--- config.mk ---
export PLATFORM = sky130hd
export DESIGN_NAME = lcd_timing_gen
export DESIGN_NICKNAME = d
export VERILOG_FILES = /design/src/rtl/lcd_tg_pkg.sv /design/src/rtl/lcd_tg_cfg.sv /design/src/rtl/lcd_tg_counters.sv /design/src/rtl/lcd_tg_decode.sv /design/src/rtl/lcd_timing_gen.sv
export SDC_FILE = /design/constraint.sdc
export NUM_CORES = 1
export LEC_CHECK = 0
export BUFFER_PORTS_ARGS = -buffer_cell sky130_fd_sc_hd__buf_2
export CORE_ASPECT_RATIO = 0.5
export CORE_MARGIN = 10
export CORE_UTILIZATION = 55
export DETAILED_ROUTE_END_ITERATION = 8
export HOLD_SLACK_MARGIN = 0.06
export PLACE_DENSITY = 0.72
export SYNTH_ARGS = -nofsm -noshare
export SYNTH_HDL_FRONTEND = slang
export SYNTH_SLANG_ARGS = --single-unit
--- constraint.sdc ---
create_clock -name clk -period 7.11 [get_ports clk]
set_input_delay 0.711 -clock clk [delete_from_list [all_inputs] [get_ports clk]]
set_output_delay 0.711 -clock clk [all_outputs]
set_load 0.02 [all_outputs]
--- src/rtl/lcd_tg_pkg.sv ---
// Package: shared widths, register addresses and the configuration record
// for the LCD timing generator. Assumes 10-bit counts and 8-bit offsets.
package lcd_tg_pkg;
    parameter int CNT_W  = 10;
    parameter int OFS_W  = 8;
    parameter int DATA_W = 16;
    parameter int ADDR_W = 4;
    parameter int CTRL_W = 4;

    typedef enum logic [ADDR_W-1:0] {
        A_CTRL    = 4'd0,
        A_OFFSETS = 4'd1,
        A_HSYNC   = 4'd2,
        A_HTOTAL  = 4'd3,
        A_HACTIVE = 4'd4,
        A_VTOTAL  = 4'd5,
        A_VACTIVE = 4'd6,
        A_VSLINE  = 4'd7,
        A_VSLINES = 4'd8
    } tg_addr_e;

    typedef struct packed {
        logic             tft;
        logic             vs_pol;
        logic             hs_pol;
        logic             hs_oe;
        logic [OFS_W-1:0] line_off;
        logic [OFS_W-1:0] pix_off;
        logic [OFS_W-1:0] hs_width;
        logic [OFS_W-1:0] hs_delay;
        logic [CNT_W-1:0] h_total;
        logic [CNT_W-1:0] h_active;
        logic [CNT_W-1:0] v_total;
        logic [CNT_W-1:0] v_active;
        logic [CNT_W-1:0] vs_line;
        logic [CNT_W-1:0] vs_lines;
    } tg_cfg_t;
endpackage

--- src/rtl/lcd_tg_cfg.sv ---
// Configuration store: a staging copy written by the register port and a
// live copy that the timing uses. Assumes frame_load pulses for one cycle
// at the enabled frame wrap; the live copy changes at no other time.
module lcd_tg_cfg
    import lcd_tg_pkg::*;
(
    input  logic              clk,
    input  logic              rst_n,
    input  logic              wr_en,
    input  logic [ADDR_W-1:0] wr_addr,
    input  logic [DATA_W-1:0] wr_data,
    input  logic              frame_load,
    output tg_cfg_t           live_cfg
);
    tg_cfg_t stage_q;
    tg_cfg_t live_q;

    // Staging register: decode the write address and update one field.
    always_ff @(posedge clk) begin
        if (!rst_n) begin
            stage_q <= '0;
        end else if (wr_en) begin
            case (wr_addr)
                A_CTRL: begin
                    stage_q.hs_oe  <= wr_data[0];
                    stage_q.hs_pol <= wr_data[1];
                    stage_q.vs_pol <= wr_data[2];
                    stage_q.tft    <= wr_data[3];
                end
                A_OFFSETS: begin
                    stage_q.pix_off  <= wr_data[OFS_W-1:0];
                    stage_q.line_off <= wr_data[2*OFS_W-1:OFS_W];
                end
                A_HSYNC: begin
                    stage_q.hs_delay <= wr_data[OFS_W-1:0];
                    stage_q.hs_width <= wr_data[2*OFS_W-1:OFS_W];
                end
                A_HTOTAL:  stage_q.h_total  <= wr_data[CNT_W-1:0];
                A_HACTIVE: stage_q.h_active <= wr_data[CNT_W-1:0];
                A_VTOTAL:  stage_q.v_total  <= wr_data[CNT_W-1:0];
                A_VACTIVE: stage_q.v_active <= wr_data[CNT_W-1:0];
                A_VSLINE:  stage_q.vs_line  <= wr_data[CNT_W-1:0];
                A_VSLINES: stage_q.vs_lines <= wr_data[CNT_W-1:0];
                default: ;
            endcase
        end
    end

    // Live register: copy the staging record only at a frame boundary.
    always_ff @(posedge clk) begin
        if (!rst_n) begin
            live_q <= '0;
        end else if (frame_load) begin
            live_q <= stage_q;
        end
    end

    assign live_cfg = live_q;

    // The live timing must not move except at a frame boundary.
    assert_live_frame_only_R10: assert property (@(posedge clk) disable iff (!rst_n)
        !frame_load |=> $stable(live_q));
endmodule

--- src/rtl/lcd_tg_counters.sv ---
// Pixel and line counters. Both step only when pclk_en is high. The pixel
// counter wraps after h_total-1 and the line counter after v_total-1. Totals
// of 0 or 1 hold a counter at 0. Assumes the totals change only while
// both counters are 0, which is when frame_load fires.
module lcd_tg_counters
    import lcd_tg_pkg::*;
(
    input  logic             clk,
    input  logic             rst_n,
    input  logic             pclk_en,
    input  logic [CNT_W-1:0] h_total,
    input  logic [CNT_W-1:0] v_total,
    output logic [CNT_W-1:0] pix_cnt,
    output logic [CNT_W-1:0] line_cnt,
    output logic             frame_load
);
    localparam int XW = CNT_W + 1;

    logic [CNT_W-1:0] pix_q, line_q;
    logic             pix_last, line_last;

    // End-of-line and end-of-frame detection; next count reaching the total.
    always_comb begin
        pix_last  = (XW'(pix_q) + XW'(1))  >= XW'(h_total);
        line_last = (XW'(line_q) + XW'(1)) >= XW'(v_total);
    end

    assign frame_load = pclk_en && pix_last && line_last;

    // Counter update on enabled cycles only.
    always_ff @(posedge clk) begin
        if (!rst_n) begin
            pix_q  <= '0;
            line_q <= '0;
        end else if (pclk_en) begin
            if (pix_last) begin
                pix_q  <= '0;
                line_q <= line_last ? '0 : line_q + 1'b1;
            end else begin
                pix_q <= pix_q + 1'b1;
            end
        end
    end

    assign pix_cnt  = pix_q;
    assign line_cnt = line_q;

    // Counters hold when the pixel clock enable is low.
    assert_hold_without_enable_R2: assert property (@(posedge clk) disable iff (!rst_n)
        !pclk_en |=> ($stable(pix_q) && $stable(line_q)));
    // The line counter only moves while the pixel counter returns to 0.
    assert_line_steps_on_wrap_R2: assert property (@(posedge clk) disable iff (!rst_n)
        (pclk_en && !pix_last) |=> $stable(line_q));
endmodule

--- src/rtl/lcd_tg_decode.sv ---
// Output decode: data-enable window, active coordinates, horizontal and
// vertical sync with polarity and enable. Purely combinational from the
// counters and the live configuration, so outputs follow the counters
// with no extra delay.
module lcd_tg_decode
    import lcd_tg_pkg::*;
#(
    parameter int TFT_MIN_LINE = 2
) (
    input  logic             clk,
    input  logic             rst_n,
    input  tg_cfg_t          cfg,
    input  logic [CNT_W-1:0] pix_cnt,
    input  logic [CNT_W-1:0] line_cnt,
    output logic             hsync_o,
    output logic             vsync_o,
    output logic             de_o,
    output logic [CNT_W-1:0] pix_x_o,
    output logic [CNT_W-1:0] line_y_o
);
    localparam int EW = CNT_W + 3;

    logic [EW-1:0] px, ln, pix_off, line_off, hb_start, hs_beg, hs_len;
    logic          in_h, in_v, hs_act, vs_act, de;

    // Window arithmetic in a widened domain so sums never wrap.
    always_comb begin
        px       = EW'(pix_cnt);
        ln       = EW'(line_cnt);
        pix_off  = EW'(cfg.pix_off);
        line_off = (cfg.tft && (EW'(cfg.line_off) < EW'(TFT_MIN_LINE)))
                   ? EW'(TFT_MIN_LINE) : EW'(cfg.line_off);
        hb_start = pix_off + EW'(cfg.h_active);
        hs_beg   = hb_start + EW'(cfg.hs_delay);
        hs_len   = (cfg.hs_width == '0) ? EW'(1) : EW'(cfg.hs_width);
        in_h     = (px >= pix_off) && (px < hb_start);
        in_v     = (ln >= line_off) && (ln < line_off + EW'(cfg.v_active));
        de       = in_h && in_v;
        hs_act   = cfg.hs_oe && (px >= hs_beg) && (px < hs_beg + hs_len);
        vs_act   = (ln >= EW'(cfg.vs_line)) && (ln < EW'(cfg.vs_line) + EW'(cfg.vs_lines));
    end

    // Drive the port levels: polarity select and coordinates inside the area.
    always_comb begin
        de_o     = de;
        hsync_o  = hs_act ? cfg.hs_pol : ~cfg.hs_pol;
        vsync_o  = vs_act ? cfg.vs_pol : ~cfg.vs_pol;
        pix_x_o  = de ? CNT_W'(px - pix_off)  : '0;
        line_y_o = de ? CNT_W'(ln - line_off) : '0;
    end

    // With the hsync enable clear the pin sits at its inactive level.
    assert_hsync_idle_R6: assert property (@(posedge clk) disable iff (!rst_n)
        !cfg.hs_oe |-> (hsync_o == ~cfg.hs_pol));
    // Data enable never precedes the first active pixel.
    assert_de_after_offset_R3: assert property (@(posedge clk) disable iff (!rst_n)
        de_o |-> (pix_cnt >= CNT_W'(cfg.pix_off)));
    // In TFT mode no displayed line precedes line 2.
    assert_tft_line_floor_R9: assert property (@(posedge clk) disable iff (!rst_n)
        (de_o && cfg.tft) |-> (line_cnt >= CNT_W'(TFT_MIN_LINE)));
    // Coordinates stay 0 outside the displayed area.
    assert_coords_zero_outside_R4: assert property (@(posedge clk) disable iff (!rst_n)
        !de_o |-> (pix_x_o == '0 && line_y_o == '0));
endmodule

--- src/rtl/lcd_timing_gen.sv ---
// Top of the LCD timing generator: configuration store, counters and
// output decode. Assumes one system clock with a pixel clock enable and a
// synchronous active-low reset.
module lcd_timing_gen
    import lcd_tg_pkg::*;
(
    input  logic              clk,
    input  logic              rst_n,
    input  logic              pclk_en,
    input  logic              wr_en,
    input  logic [ADDR_W-1:0] wr_addr,
    input  logic [DATA_W-1:0] wr_data,
    output logic              hsync_o,
    output logic              vsync_o,
    output logic              de_o,
    output logic [CNT_W-1:0]  pix_x_o,
    output logic [CNT_W-1:0]  line_y_o
);
    tg_cfg_t          live_cfg;
    logic [CNT_W-1:0] pix_cnt, line_cnt;
    logic             frame_load;

    lcd_tg_cfg u_cfg (
        .clk        (clk),
        .rst_n      (rst_n),
        .wr_en      (wr_en),
        .wr_addr    (wr_addr),
        .wr_data    (wr_data),
        .frame_load (frame_load),
        .live_cfg   (live_cfg)
    );

    lcd_tg_counters u_cnt (
        .clk        (clk),
        .rst_n      (rst_n),
        .pclk_en    (pclk_en),
        .h_total    (live_cfg.h_total),
        .v_total    (live_cfg.v_total),
        .pix_cnt    (pix_cnt),
        .line_cnt   (line_cnt),
        .frame_load (frame_load)
    );

    lcd_tg_decode u_dec (
        .clk      (clk),
        .rst_n    (rst_n),
        .cfg      (live_cfg),
        .pix_cnt  (pix_cnt),
        .line_cnt (line_cnt),
        .hsync_o  (hsync_o),
        .vsync_o  (vsync_o),
        .de_o     (de_o),
        .pix_x_o  (pix_x_o),
        .line_y_o (line_y_o)
    );
endmodule

==> metrics.txt, run 1 <==
# TYPE chip_impl_metric gauge
chip_impl_info{name="result_of_the_run",value="finished clean"} 1
chip_impl_metric{name="cts-buffers-inserted",unit=""} 20
chip_impl_metric{name="setup-tns-final",unit="ns"} 0
chip_impl_info{name="synth_area_leaders",value="sky130_fd_sc_hd__dfxtp_1, sky130_fd_sc_hd__ha_1, sky130_fd_sc_hd__mux2i_1"} 1
chip_impl_metric{name="syn_area",unit="um2"} 12560
chip_impl_metric{name="ys_seq_elements",unit=""} 212
chip_impl_info{name="ys_dominant_reg_cell",value="sky130_fd_sc_hd__dfxtp_1"} 1
chip_impl_metric{name="hpwlAfterDp",unit="um"} 21770
chip_impl_metric{name="period_minus_slack",unit="ns"} 6.681
chip_impl_metric{name="number_of_global_route_vias_before_repair",unit=""} 9526
chip_impl_info{name="cts_tree",value="done"} 1
chip_impl_metric{name="worst_skew_pair.late_latency",unit="ns"} 0.52
chip_impl_metric{name="timing_hold_violations_final",unit=""} 0
chip_impl_metric{name="worst_ir_drop_vdd",unit="V"} 0.0001742
chip_impl_metric{name="cts-htree-levels",unit=""} 1
chip_impl_metric{name="dieWidth",unit="um"} 233.7
chip_impl_metric{name="pd_cells",unit="nW/um2"} 185.4
chip_impl_metric{name="synth.lib_cells_used.distinct",unit=""} 65
chip_impl_metric{name="post-cts-setup-buffers",unit=""} 0
chip_impl_metric{name="timing.max_slew.rel_slack",unit="%"} 19.03
chip_impl_metric{name="dieHeight",unit="um"} 126.8
chip_impl_metric{name="max-clock-path-buffers",unit=""} 3
chip_impl_info{name="netlist_top_cells_count",value="sky130_fd_sc_hd__dfxtp_1, sky130_fd_sc_hd__nor2_1, sky130_fd_sc_hd__nand2_1, sky130_fd_sc_hd__ha_1, sky130_fd_sc_hd__nand3_1"} 1
chip_impl_info{name="top_count_cell_post_synth",value="sky130_fd_sc_hd__dfxtp_1"} 1
chip_impl_metric{name="grt_overflow",unit=""} 0
chip_impl_info{name="yosysTopAreaCell",value="sky130_fd_sc_hd__dfxtp_1"} 1
chip_impl_metric{name="final-setup-viol-count",unit=""} 0
chip_impl_metric{name="clkTransAtPathRegs",unit="ns"} 0.08
chip_impl_info{name="startpoint_class",value="flip-flop"} 1
chip_impl_metric{name="cap_viol_max_count",unit=""} 0
chip_impl_metric{name="maxClockFrequency",unit="GHz"} 0.1497
chip_impl_metric{name="power.combinational.fraction",unit="%"} 7.7
chip_impl_metric{name="dr.first_iter.drc_count",unit=""} 599
chip_impl_metric{name="maxSlewViolCount",unit=""} 0
chip_impl_metric{name="io_buffers",unit=""} 46
chip_impl_metric{name="internal_power",unit="mW"} 1.868
chip_impl_metric{name="num_vias",unit=""} 10000
chip_impl_info{name="critical-path-slowest-cell",value="sky130_fd_sc_hd__fa_1"} 1
chip_impl_info{name="worst-setup-path-type",value="flip-flop to output pin"} 1
chip_impl_metric{name="syn_area_per_cell",unit="um2"} 8.439
chip_impl_metric{name="synth-edff-count",unit=""} 0
chip_impl_metric{name="timing_worst_slew_pin_value",unit="ns"} 1.209
chip_impl_metric{name="synth_cells",unit=""} 1488
chip_impl_metric{name="wl_per_cell",unit="um"} 16.95
chip_impl_metric{name="yosys_warnings",unit=""} 0
chip_impl_metric{name="grtUsageTotal",unit="%"} 20.02
chip_impl_metric{name="hold_buffers",unit=""} 0
chip_impl_metric{name="initial_core_util",unit="%"} 56.92
chip_impl_metric{name="critPathMaxFanout",unit=""} 5
chip_impl_metric{name="asyncSetResetFlopFracSynth",unit="%"} 0
chip_impl_metric{name="synth_top_area_share",unit="%"} 33.80
chip_impl_metric{name="power_switching",unit="mW"} 0.6323
chip_impl_metric{name="finish.net_count",unit=""} 1630
chip_impl_metric{name="seq_power_share",unit="%"} 48.2
chip_impl_metric{name="netSwitchingFraction",unit="%"} 25.29
chip_impl_metric{name="n_antenna_cell",unit=""} 0
chip_impl_metric{name="required",unit="ns"} 6.40
chip_impl_metric{name="drtPass1Iterations",unit=""} 7
chip_impl_metric{name="cts.sink_count",unit=""} 212
chip_impl_metric{name="timing.critical_path.slowest_cell_delay",unit="ns"} 0.43
chip_impl_metric{name="total_power",unit="mW"} 2.500
chip_impl_metric{name="num_rows",unit=""} 38
chip_impl_metric{name="final_layout_size_suffix_gt1_share",unit="%"} 9.643
chip_impl_metric{name="leakage",unit="nW"} 5.543
chip_impl_info{name="clk_root_buffer_cell",value="sky130_fd_sc_hd__clkbuf_16"} 1
chip_impl_metric{name="finalWorstSetupSlack",unit="ns"} 0.4287
chip_impl_metric{name="synth-seq-area-share",unit="%"} 33.80
chip_impl_metric{name="route.antenna.remaining_nets",unit=""} 0
chip_impl_metric{name="cp_data_arrival_time",unit="ns"} 5.97
chip_impl_info{name="cp_common_cell",value="sky130_fd_sc_hd__ha_1"} 1
chip_impl_info{name="timing.critical_path.to_type",value="output pin"} 1
chip_impl_metric{name="maximum_number_of_pins_on_one_net_before_global_route_repair",unit=""} 193
chip_impl_metric{name="boundaryPins",unit=""} 47
chip_impl_metric{name="clock_power_share",unit="%"} 44.1
chip_impl_info{name="hold_class",value="flip-flop to flip-flop"} 1
chip_impl_metric{name="pre_cts_slack",unit="ns"} 0.8346
chip_impl_metric{name="finalClockSkew",unit="ns"} 0.02365
chip_impl_metric{name="gp_routability_congestion",unit=""} 0.8930
chip_impl_metric{name="final_period_utilization",unit="%"} 93.97
chip_impl_metric{name="route.detailed.drc",unit=""} 0
chip_impl_info{name="rsz0062_at_grt",value="false"} 1
chip_impl_metric{name="design.die.area",unit="um2"} 29640
chip_impl_metric{name="postRouteWirelength",unit="um"} 30220
chip_impl_metric{name="synthesis.nets",unit=""} 1649
chip_impl_metric{name="grt_first_pass_wirelength",unit="um"} 48820
chip_impl_metric{name="area_growth_syn_to_layout",unit="%"} 7.393
chip_impl_metric{name="coreArea",unit="um2"} 22060
chip_impl_metric{name="post_drt_via_cell_ratio",unit=""} 5.611
chip_impl_metric{name="initial_antenna_violation_count",unit=""} 1
## logic make-up after synthesis
kind of cell / synth area share, %
compound gates: 13.63
xor+xnor: 4.882
fa+ha+maj: 14.49
buf+inv: 6.178
flops: 33.80
mux: 7.334
simple gates: 19.69
## cells in the final DEF (no fill, tap or decap), types with 21 or more instances in the layout
cell / count
sky130_fd_sc_hd__a21oi_1: 50
sky130_fd_sc_hd__ha_1: 130
sky130_fd_sc_hd__nor2_1: 150
sky130_fd_sc_hd__xnor2_1: 36
sky130_fd_sc_hd__mux2i_1: 92
sky130_fd_sc_hd__buf_2: 45
sky130_fd_sc_hd__clkbuf_16: 21
sky130_fd_sc_hd__dfxtp_1: 212
sky130_fd_sc_hd__xor2_1: 34
sky130_fd_sc_hd__a21o_1: 28
sky130_fd_sc_hd__o21ai_1: 56
sky130_fd_sc_hd__nor2b_1: 23
sky130_fd_sc_hd__inv_1: 88
sky130_fd_sc_hd__nand3_1: 101
sky130_fd_sc_hd__nand2_1: 138
sky130_fd_sc_hd__o21ai_0: 57
## layer usage
| layer | global-route usage (%) | up-vias | wire, um |
|---|---|---|---|
| met5 | 0 | - | 0 |
| met1 | 25.58 | 4729 | 13840 |
| met2 | 34.73 | 163 | 14600 |
| li1 | - | 5072 | - |
| met3 | 3.138 | 40 | 1223 |
| met4 | 4.753 | 0 | 554 |
## timing repair
action,4_1_cts,5_1_grt
endpoints found under the setup margin,0,1
hold endpoints to repair,0,0
gates resized for setup,0,3
## layout make-up
cell class | count | area (um2)
fillers | 1934 | 8576
multi-input cells | 1095 | 7570
flip-flops and latches | 212 | 4244
clock buffers | 26 | 584.3
well taps | 300 | 375.4
inverters | 89 | 335.3
repair buffers | 51 | 286.5
clock inverters | 10 | 90.09
## worst max-delay path: cells and delay by family (launching register included)
family,cells,cell delay (ns)
buffers and inverters,2,0.27
DFF,1,0.32
AOI/OAI and AO/OA,7,1.43
adders and majority gates,5,1.58
and+or+nand+nor,7,1.04
xor gates and xnor gates,4,0.81
## through the flow
| step | std cells | hold slack, ns | cell area (um2) | util (%) |
|---|---|---|---|---|
| after global routing | 1783 | 0.4602 | 13490 | 61.13 |
| after CTS | 1783 | 0.4325 | 13480 | 61.09 |
| after global placement | 1747 | 0.4325 | 12800 | 58.04 |
| after detailed placement | 1747 | 0.4391 | 12800 | 58.04 |
| after floorplan | 1488 | 0.4277 | 12560 | - |
| final | 1783 | 0.4300 | 13490 | 61.13 |
## flip-flops by register name (all words and copies together), names as in the netlist
name and flops:
u_cnt.line_cnt 10, u_cfg.stage_q 96, u_cfg.live_cfg 96, u_cnt.pix_cnt 10
## power groups by stage
stage	sequential, mW	combinational [mW]	clock, mW
2_1_floorplan	1.23	0.158	0
3_3_place_gp	1.23	0.187	0
3_5_place_dp	1.23	0.191	0
4_1_cts	1.21	0.192	1.12
5_1_grt	1.21	0.211	1.17
6_report	1.21	0.192	1.10
## worst paths after layout
path                         to          startpoint  cells after the start  slack (ns)
min reg2reg  u_cfg.live_cfg[26]   u_cfg.stage_q[26]                      2        0.43
min          u_cfg.live_cfg[26]   u_cfg.stage_q[26]                      2        0.43
max                     hsync_o  u_cfg.live_cfg[40]                     25        0.43
max reg2reg  u_cfg.live_cfg[77]    u_cnt.pix_cnt[2]                     12        2.55
Power figures use the tool's default switching activity.
==> inputs of run 2 (changes only) <==
--- a/config.mk
+++ b/config.mk
@@ -8,10 +8,10 @@
 export BUFFER_PORTS_ARGS = -buffer_cell sky130_fd_sc_hd__buf_2
 export CORE_ASPECT_RATIO = 0.5
 export CORE_MARGIN = 10
-export CORE_UTILIZATION = 55
+export CORE_UTILIZATION = 30
 export DETAILED_ROUTE_END_ITERATION = 8
 export HOLD_SLACK_MARGIN = 0.06
-export PLACE_DENSITY = 0.72
+export MAX_ROUTING_LAYER = met4
 export SYNTH_ARGS = -nofsm -noshare
 export SYNTH_HDL_FRONTEND = slang
 export SYNTH_SLANG_ARGS = --single-unit
==> run 2 against run 1 <==
  * Register-to-register slack improved by 0.05 ns
  * Critical path depth rose by 2
  * Core utilization fell by 27 points
  * Clock power rose by 5%
  * Design area rose by 3.1%
  * Sequential cell count did not move
  * Largest cell class unchanged
==> metrics.txt, run 2 (synthesized netlist as in run 1, its figures left out) <==
# TYPE chip_impl_metric gauge
chip_impl_info{name="result_of_the_run",value="finished clean"} 1
chip_impl_metric{name="worst_ir_drop_vdd",unit="V"} 0.0001494
chip_impl_metric{name="register_area",unit="um2"} 4244
chip_impl_metric{name="final-setup-viol-count",unit=""} 0
chip_impl_metric{name="required",unit="ns"} 6.40
chip_impl_metric{name="num_rows",unit=""} 52
chip_impl_metric{name="num_vias",unit=""} 9894
chip_impl_metric{name="critPathMaxFanout",unit=""} 5
chip_impl_metric{name="period_minus_slack",unit="ns"} 6.591
chip_impl_metric{name="dieWidth",unit="um"} 309.3
chip_impl_metric{name="timing_worst_slew_pin_value",unit="ns"} 1.162
chip_impl_metric{name="hpwlAfterDp",unit="um"} 23020
chip_impl_metric{name="grt_first_pass_wirelength",unit="um"} 50470
chip_impl_metric{name="drtPass1Iterations",unit=""} 5
chip_impl_metric{name="post_drt_via_cell_ratio",unit=""} 4.864
chip_impl_metric{name="initial_antenna_violation_count",unit=""} 1
chip_impl_metric{name="number_of_global_route_vias_before_repair",unit=""} 9070
chip_impl_metric{name="finalWorstSetupSlack",unit="ns"} 0.5195
chip_impl_metric{name="postRouteWirelength",unit="um"} 31880
chip_impl_info{name="startpoint_class",value="flip-flop"} 1
chip_impl_metric{name="multi_input_comb_area",unit="um2"} 7582
chip_impl_metric{name="finalNonFillerCells",unit=""} 2034
chip_impl_info{name="hold_class",value="flip-flop to flip-flop"} 1
chip_impl_metric{name="maxClockFrequency",unit="GHz"} 0.1517
chip_impl_metric{name="dieHeight",unit="um"} 164.7
chip_impl_metric{name="coreArea",unit="um2"} 40860
chip_impl_info{name="min_delay_src",value="u_cfg.stage_q[50]"} 1
chip_impl_metric{name="cts.sink_count",unit=""} 212
chip_impl_metric{name="route.detailed.drc",unit=""} 0
chip_impl_metric{name="maximum_number_of_pins_on_one_net_before_global_route_repair",unit=""} 187
chip_impl_metric{name="finish.net_count",unit=""} 1639
chip_impl_metric{name="clkTransAtPathRegs",unit="ns"} 0.06
chip_impl_metric{name="pre_cts_slack",unit="ns"} 0.8300
chip_impl_metric{name="final_period_utilization",unit="%"} 92.69
chip_impl_info{name="mostFrequentLayoutCells",value="sky130_fd_sc_hd__dfxtp_1, sky130_fd_sc_hd__nor2_1, sky130_fd_sc_hd__nand2_1, sky130_fd_sc_hd__ha_1, sky130_fd_sc_hd__nand3_1"} 1
chip_impl_metric{name="final_layout_size_suffix_gt1_share",unit="%"} 10.18
chip_impl_metric{name="grtUsageTotal",unit="%"} 12.66
chip_impl_metric{name="initial_core_util",unit="%"} 30.73
chip_impl_metric{name="cp_data_arrival_time",unit="ns"} 5.88
chip_impl_info{name="rsz0062_at_grt",value="false"} 1
chip_impl_metric{name="cts-htree-levels",unit=""} 1
chip_impl_metric{name="io_buffers",unit=""} 46
chip_impl_metric{name="route.antenna.remaining_nets",unit=""} 0
chip_impl_metric{name="grt_overflow",unit=""} 0
chip_impl_metric{name="leakage",unit="nW"} 5.594
chip_impl_info{name="startpoint",value="u_cfg.live_cfg[76]"} 1
chip_impl_metric{name="n_fill_cell",unit=""} 4276
chip_impl_metric{name="timing_hold_violations_final",unit=""} 0
chip_impl_metric{name="setup-tns-final",unit="ns"} 0
chip_impl_info{name="clk_root_buffer_cell",value="sky130_fd_sc_hd__clkbuf_16"} 1
chip_impl_metric{name="pd_cells",unit="nW/um2"} 184.5
chip_impl_metric{name="maxSlewViolCount",unit=""} 0
chip_impl_metric{name="post-route-util",unit="%"} 34.02
chip_impl_info{name="cts_tree",value="done"} 1
chip_impl_metric{name="design.die.area",unit="um2"} 50940
chip_impl_metric{name="dpl.cell_count",unit=""} 1993
chip_impl_metric{name="post-cts-setup-buffers",unit=""} 0
chip_impl_metric{name="timing.max_slew.rel_slack",unit="%"} 22.17
chip_impl_metric{name="worst_skew_pair.late_latency",unit="ns"} 0.52
chip_impl_metric{name="area_growth_syn_to_layout",unit="%"} 10.69
chip_impl_metric{name="cap_viol_max_count",unit=""} 0
chip_impl_metric{name="dr.first_iter.drc_count",unit=""} 610
chip_impl_metric{name="finalClockSkew",unit="ns"} 0.02121
chip_impl_info{name="crit-reg2reg-launch",value="u_cnt.pix_cnt[2]"} 1
chip_impl_info{name="timing.critical_path.to_type",value="output pin"} 1
chip_impl_metric{name="boundaryPins",unit=""} 47
chip_impl_info{name="worst-setup-path-type",value="flip-flop to output pin"} 1
chip_impl_metric{name="cts-buffers-inserted",unit=""} 23
chip_impl_metric{name="wl_per_cell",unit="um"} 15.68
chip_impl_info{name="mostFrequentLayoutCell",value="sky130_fd_sc_hd__dfxtp_1"} 1
chip_impl_metric{name="gp_routability_congestion",unit=""} 0.8254
chip_impl_metric{name="max-clock-path-buffers",unit=""} 3
[run 2: cell count changes in the layout (fill, tap and decap cells not counted), moves of 2 or more]
cell / delta
sky130_fd_sc_hd__buf_4: +6
sky130_fd_sc_hd__clkbuf_1: +3
sky130_fd_sc_hd__clkinv_2: -3
sky130_fd_sc_hd__clkbuf_16: +2
sky130_fd_sc_hd__clkbuf_8: +2
sky130_fd_sc_hd__clkinv_4: -2
[run 2: worst max-delay path, cell delays in order (launching register included)]
cell and delay (ns):
sky130_fd_sc_hd__dfxtp_1 0.33, sky130_fd_sc_hd__ha_1 0.23, sky130_fd_sc_hd__fa_1 0.43, sky130_fd_sc_hd__a21oi_2 0.21
sky130_fd_sc_hd__nor2b_1 0.06, sky130_fd_sc_hd__nor2_1 0.11, sky130_fd_sc_hd__xnor2_1 0.09, sky130_fd_sc_hd__ha_1 0.36
sky130_fd_sc_hd__o21a_1 0.14, sky130_fd_sc_hd__o31a_1 0.17, sky130_fd_sc_hd__a21oi_1 0.08, sky130_fd_sc_hd__ha_1 0.34
sky130_fd_sc_hd__a21oi_1 0.11, sky130_fd_sc_hd__maj3_1 0.37, sky130_fd_sc_hd__o21bai_2 0.16, sky130_fd_sc_hd__a21oi_1 0.09
sky130_fd_sc_hd__nor2b_1 0.15, sky130_fd_sc_hd__xor2_1 0.16, sky130_fd_sc_hd__ha_1 0.26, sky130_fd_sc_hd__and3_1 0.18
sky130_fd_sc_hd__nand3_1 0.08, sky130_fd_sc_hd__a21oi_1 0.05, sky130_fd_sc_hd__a2111oi_1 0.28, sky130_fd_sc_hd__o21ai_1 0.17
sky130_fd_sc_hd__nor4b_2 0.27, sky130_fd_sc_hd__a211oi_1 0.13, sky130_fd_sc_hd__xor2_1 0.17, sky130_fd_sc_hd__buf_2 0.18
[run 2: layout make-up]
type                    instances  area share (%)
repair buffers                 57           2.385
flip-flops and latches        212           30.53
clock inverters                 7          0.3961
multi-input cells            1095           54.55
well taps                     540           4.861
diodes                          1         0.01800
clock buffers                  33           4.843
inverters                      89           2.412
[run 2: stage by stage]
stage	power (mW)	instance area, um2	hold slack, ns
2_1_floorplan	1.389	12560	0.4277
3_3_place_gp	1.430	13150	0.4331
3_5_place_dp	1.431	13150	0.4368
4_1_cts	2.590	13880	0.4277
5_1_grt	2.659	13900	0.4277
6_report	2.564	13900	0.4356
[run 2: power by group]
part	switching (mW)	internal [mW]
Combinational	0.146	0.0509
Sequential	0.00805	1.20
Clock	0.499	0.661
Total	0.653	1.91
[run 2: routing by layer]
metal	GRT usage (%)	vias to the layer above	wire [um]	share of wire (%)
met5	-	-	0	0
met4	3.149	0	584	1.8
met3	1.559	34	1117	3.5
met2	20.04	150	14120	44
met1	17.01	4613	16070	50
li1	-	5097	-	-
[run 2: what timing repair did]
item	4_1_cts	5_1_grt
setup endpoints to repair	0	1
gates resized for setup	0	6
hold buffers	0	0
[run 2: final timing paths]
kind,slack (ns),cells after the start,endpoint
max,0.52,27,hsync_o
max reg2reg,2.60,13,u_cfg.live_cfg[70]
min,0.44,2,u_cfg.live_cfg[50]
min reg2reg,0.44,2,u_cfg.live_cfg[50]
